===== src/rtl/hbw_pkg.sv =====
package hbw_pkg;
    // fixed half-band filter geometry
    localparam int TAPS     = 7;
    localparam int CTR      = 3;
    localparam int NEAR_A   = 2;
    localparam int NEAR_B   = 4;
    localparam int FAR_B    = 6;
    localparam int GROW     = 6;   // sum growth bits
    localparam int ANA_SHR  = 5;   // divide by 32
    localparam int SYN_SHR  = 4;   // divide by 16 (interpolation gain 2)

    typedef enum logic {PH_EVEN, PH_ODD} phase_e;
    typedef enum logic {SY_WAIT, SY_ZERO} syn_state_e;
endpackage


===== src/rtl/hb_fir.sv =====
module hb_fir #(
    parameter int IW   = 12,
    parameter bit HIGH = 1'b0
) (
    input  logic                          clk,
    input  logic                          rst,
    input  logic                          en,
    input  logic signed [IW-1:0]          din,
    output logic signed [IW+hbw_pkg::GROW-1:0] acc
);
    import hbw_pkg::*;
    localparam int AW = IW + GROW;

    logic signed [IW-1:0] tap [TAPS];
    logic signed [AW-1:0] mid, inner, nine, outer;

    function automatic logic signed [AW-1:0] ext(input logic signed [IW-1:0] v);
        return {{(AW-IW){v[IW-1]}}, v};
    endfunction

    always_ff @(posedge clk) begin
        if (rst) begin
            for (int i = 0; i < TAPS; i++) tap[i] <= '0;
        end else if (en) begin
            tap[0] <= din;
            for (int i = 1; i < TAPS; i++) tap[i] <= tap[i-1];
        end
    end

    always_comb begin
        mid   = ext(tap[CTR]) <<< 4;
        inner = ext(tap[NEAR_A]) + ext(tap[NEAR_B]);
        nine  = (inner <<< 3) + inner;
        outer = ext(tap[0]) + ext(tap[FAR_B]);
    end

    generate
        if (HIGH) begin : g_high
            assign acc = mid - nine + outer;
        end else begin : g_low
            assign acc = mid + nine - outer;
        end
    endgenerate
endmodule


===== src/rtl/hbw_split.sv =====
module hbw_split #(
    parameter int W = 12
) (
    input  logic                clk,
    input  logic                rst,
    input  logic                in_valid,
    input  logic signed [W-1:0] in_data,
    output logic signed [W:0]   lo_data,
    output logic signed [W:0]   hi_data,
    output logic                band_valid
);
    import hbw_pkg::*;
    localparam int AW = W + GROW;

    phase_e state, state_nx;
    logic   pend;
    logic signed [AW-1:0] acc_lo, acc_hi;

    hb_fir #(.IW(W), .HIGH(1'b0)) u_lo (
        .clk(clk), .rst(rst), .en(in_valid), .din(in_data), .acc(acc_lo));
    hb_fir #(.IW(W), .HIGH(1'b1)) u_hi (
        .clk(clk), .rst(rst), .en(in_valid), .din(in_data), .acc(acc_hi));

    always_ff @(posedge clk) begin
        if (rst) state <= PH_EVEN;
        else     state <= state_nx;
    end

    always_comb begin
        state_nx = state;
        unique case (state)
            PH_EVEN: if (in_valid) state_nx = PH_ODD;
            PH_ODD:  if (in_valid) state_nx = PH_EVEN;
            default: state_nx = PH_EVEN;
        endcase
    end

    always_ff @(posedge clk) begin
        if (rst) begin
            pend       <= 1'b0;
            band_valid <= 1'b0;
            lo_data    <= '0;
            hi_data    <= '0;
        end else begin
            pend       <= in_valid && (state == PH_EVEN);
            band_valid <= pend;
            if (pend) begin
                lo_data <= acc_lo[AW-1:ANA_SHR];
                hi_data <= acc_hi[AW-1:ANA_SHR];
            end
        end
    end


    band_spacing_chk: assert property (@(posedge clk) disable iff (rst)
        band_valid |=> !band_valid);

    band_source_chk: assert property (@(posedge clk) disable iff (rst)
        band_valid |-> $past(in_valid, 2));
endmodule


===== src/rtl/hbw_merge.sv =====
module hbw_merge #(
    parameter int BW = 13
) (
    input  logic                   clk,
    input  logic                   rst,
    input  logic signed [BW-1:0]   lo_data,
    input  logic signed [BW-1:0]   hi_data,
    input  logic                   band_valid,
    output logic signed [BW+2:0]   out_data,
    output logic                   out_valid
);
    import hbw_pkg::*;
    localparam int AW = BW + GROW;
    localparam int DW = AW + 1;
    localparam int OW = DW - SYN_SHR;

    syn_state_e state, state_nx;
    logic push, stuff, pend, odd;
    logic signed [BW-1:0] u_lo, u_hi;
    logic signed [AW-1:0] acc_a, acc_b;
    logic signed [DW-1:0] diff;
    logic signed [OW-1:0] scaled;

    assign stuff = (state == SY_ZERO);
    assign push  = band_valid || stuff;
    assign u_lo  = stuff ? '0 : lo_data;
    assign u_hi  = stuff ? '0 : hi_data;

    // lowpass band through the highpass design, highpass band through the lowpass design
    hb_fir #(.IW(BW), .HIGH(1'b1)) u_fa (
        .clk(clk), .rst(rst), .en(push), .din(u_lo), .acc(acc_a));
    hb_fir #(.IW(BW), .HIGH(1'b0)) u_fb (
        .clk(clk), .rst(rst), .en(push), .din(u_hi), .acc(acc_b));

    always_ff @(posedge clk) begin
        if (rst) state <= SY_WAIT;
        else     state <= state_nx;
    end

    always_comb begin
        state_nx = state;
        unique case (state)
            SY_WAIT: if (band_valid) state_nx = SY_ZERO;
            SY_ZERO: state_nx = SY_WAIT;
            default: state_nx = SY_WAIT;
        endcase
    end

    always_comb begin
        diff   = {acc_b[AW-1], acc_b} - {acc_a[AW-1], acc_a};
        scaled = diff[DW-1:SYN_SHR];
    end

    always_ff @(posedge clk) begin
        if (rst) begin
            pend      <= 1'b0;
            odd       <= 1'b0;
            out_valid <= 1'b0;
            out_data  <= '0;
        end else begin
            pend      <= push;
            odd       <= stuff;
            out_valid <= pend;
            if (pend) out_data <= odd ? -scaled : scaled;
        end
    end


    odd_slot_chk: assert property (@(posedge clk) disable iff (rst)
        $past(band_valid, 3) |-> out_valid);
endmodule


===== src/rtl/hbw_bank.sv =====
module hbw_bank #(
    parameter int W = 12
) (
    input  logic                clk,
    input  logic                rst,
    input  logic                in_valid,
    input  logic signed [W-1:0] in_data,
    output logic signed [W:0]   lo_data,
    output logic signed [W:0]   hi_data,
    output logic                band_valid,
    output logic signed [W+3:0] out_data,
    output logic                out_valid
);
    localparam int BW = W + 1;

    hbw_split #(.W(W)) u_split (
        .clk(clk), .rst(rst), .in_valid(in_valid), .in_data(in_data),
        .lo_data(lo_data), .hi_data(hi_data), .band_valid(band_valid));

    hbw_merge #(.BW(BW)) u_merge (
        .clk(clk), .rst(rst), .lo_data(lo_data), .hi_data(hi_data),
        .band_valid(band_valid), .out_data(out_data), .out_valid(out_valid));


    even_slot_chk: assert property (@(posedge clk) disable iff (rst)
        $past(band_valid, 2) |-> out_valid);
endmodule


===== config.mk =====
export PLATFORM = sky130hd
export DESIGN_NAME = hbw_bank
export DESIGN_NICKNAME = d
export VERILOG_FILES = /design/src/rtl/hbw_pkg.sv /design/src/rtl/hb_fir.sv /design/src/rtl/hbw_split.sv /design/src/rtl/hbw_merge.sv /design/src/rtl/hbw_bank.sv
export SDC_FILE = /design/constraint.sdc
export NUM_CORES = 1
export LEC_CHECK = 0
export ABC_AREA = 1
export ABC_CLOCK_PERIOD_IN_PS = 16800
export BUFFER_PORTS_ARGS = -buffer_cell sky130_fd_sc_hd__buf_2
export CORE_UTILIZATION = 42
export DETAILED_ROUTE_END_ITERATION = 16
export PLACE_DENSITY_LB_ADDON = 0.2
export SYNTH_ARGS = -nofsm -noshare
export SYNTH_HDL_FRONTEND = slang
export SYNTH_HIERARCHICAL = 1
export SYNTH_SLANG_ARGS = --single-unit

===== constraint.sdc =====
create_clock -name clk -period 16.8 [get_ports clk]
set_input_delay 0.84 -clock clk [delete_from_list [all_inputs] [get_ports clk]]
set_output_delay 0.84 -clock clk [all_outputs]
set_load 0.01 [all_outputs]

==> summary.txt <==
Clock tree
  • Cts hold-fix bufs: 0
  • CTS Sinks: between 300 and 400
  • TritonCTS clock tree: yes
  • Post-CTS setup buffers: 0
  • Skew-Pair Late Insertion Delay: 590 ps
  • Root buf cell: clkbuf_16
  • Clock Path Buffers: 3
  • Total CTS buffers: 47
  • Clock transition at path regs: 50 ps
  • Resized Gates After CTS: 0
  • H-tree depth: 2

Worst setup path
  • Crit path kind: flip-flop to flip-flop
  • Crit-path leading delay family: adder cells
  • Crit-path most repeated cell: nand2_1
  • Biggest cell delay along the critical path: roughly 500 ps
  • Worst r2r src: u_merge/u_fa/tap[0][26]
  • Worst path slowest cell: fa_1
  • WP data arrival: approximately 7000 ps
  • Worst-path fanout max: 5
  • Worst Setup SP: u_merge/u_fa/tap[0][26]
  • Crit path required time: 17260 ps
  • CP bufs+invs: 7
  • Startpoint types: flip-flop
  • Critical Path End Type: flip-flop

Place
  • Final GP Congestion: between 0.8 and 0.9
  • Final HPWL DP: 45.1 mm
  • Dpl ws: a little over 10000 ps
  • IO buf count: 58

Detailed routing
  • Via count: 20295
  • Initial drt markers: 953
  • WL per Instance: 12.8 um
  • DRC errors left: 0
  • Antenna viol nets, final: 0
  • Final wirelength: between 50 and 60 mm
  • Via density per instance: 4.46
  • Drt pass-1 iters: 5

STA
  • Achievable Freq: 153 MHz
  • Setup violators final: 0
  • Slew margin rel.: between 20 and 25%
  • RSZ-0062 raised after global routing: no
  • Worst-Margin Slew: 1120 ps
  • Min setup slack post-route: 10280 ps
  • Slew Limit Fails: 0
  • Fin crit period: 6520 ps
  • Fin crit share: approximately 39%
  • Final hold violation count: 0
  • Setup TNS: 0 ps
  • Worst Skew: 15.3 ps

Min path
  • Critical hold path startpoint: u_merge/out_data[1]
  • Worst Hold Class: flip-flop to flip-flop

Final layout
  • Highest-count cells in the layout ignoring fill and taps: 1035 x inv_1, 746 x nand2_1, 538 x nor2_1
  • ANT cells: 0
  • # nets final: 3987
  • Share of cells above drive strength 1: under 10%
  • Commonest non-fill, non-tap cell in the layout: inv_1
  • Syn-to-layout area delta: 9.55%

Die
  • Initial Util: a little over two fifths
  • Row Count: 95
  • Core Box Area: 0.0676 mm^2
  • Chip Width: ~260 um
  • Die area: 0.0699 mm^2
  • Die height: 264 um
  • IO Count: 59

GRT
  • First-pass GRT wire length: about 97 mm
  • Met1 GRT Util: 22.9%
  • Vias in the first global route: 19725
  • Total GRT Usage: 17.1%
  • Largest net degree at the start of global routing: 85
  • Busiest grt layer: met2
  • Total grt overflow: 0
  • Met3 Usage GRT: 2.56%
  • Met2 Use GR: 28.9%
  • Initial antenna violation count: 0

Logic synthesis
  • Gate Count Post-Synth: approximately 3600
  • Synth Warn #: 6
  • Net Count, Synth: between 3000 and 4000
  • Syn_area_per_cell: 8.09 um^2
  • Syn Std Cell Area: 0.0289 mm^2

Outcome
  • Outcome: finished clean

Job
  • Total of max-cap violations: 0
==> through the flow <==
stage | hold WS (ps) | instances | instance area (um^2) | util, %
6_report | 474 | 4550 | 31700 | 46.8
5_1_grt | 478 | 4550 | 31700 | 46.8
4_1_cts | 470 | 4550 | 31700 | 46.8
3_5_place_dp | 458 | 4462 | 30100 | 44.5
3_3_place_gp | 454 | 4462 | 30100 | 44.5
2_1_floorplan | 490 | 3571 | 28900 | -
==> final cells by class <==
type                            instances  area [um^2]
Sequential cell                       399        11500
Fill cell                            6700        36000
Timing Repair Buffer                   68          368
Clock buffer                           60         1290
Tap cell                              873         1090
Inverter                             1045         3920
Clock inverter                         28          299
Multi-Input combinational cell       2077        13200
==> final timing paths <==
kind / end / slack, ps / depth (start not counted)
setup / recovery: u_merge/out_data[11] / 10280 / 35
hold / removal: u_merge/out_data[1] / 470 / 2
setup reg to reg: u_merge/out_data[11] / 10280 / 35
hold reg to reg: u_merge/out_data[1] / 470 / 2
==> worst min-delay path: stages (launching register included) <==
cell     delay (ps)
dfxtp_1         310
nand2_1          60
a21oi_1          50
==> routing by layer <==
metal  routed length (um)  share of wire [%]  vias to the layer above
li1                     -                  -                    10727
met1                27800                 48                     9265
met2                27100                 47                      227
met3                 2070                3.6                       76
met4                 1290                2.2                        0
met5                    0                  0                        -
==> sequential cells by signal, indices dropped and copies added (netlist names), 13 cells and up <==
register	flops
u_merge/out_data	16
u_merge/u_fa/tap	91
u_merge/u_fb/tap	91
u_split/hi_data	13
u_split/lo_data	13
u_split/u_hi/tap	84
u_split/u_lo/tap	84
Power is not shown: default switching activity piles up to over one toggle a cycle in this logic, so the estimate is an artifact.
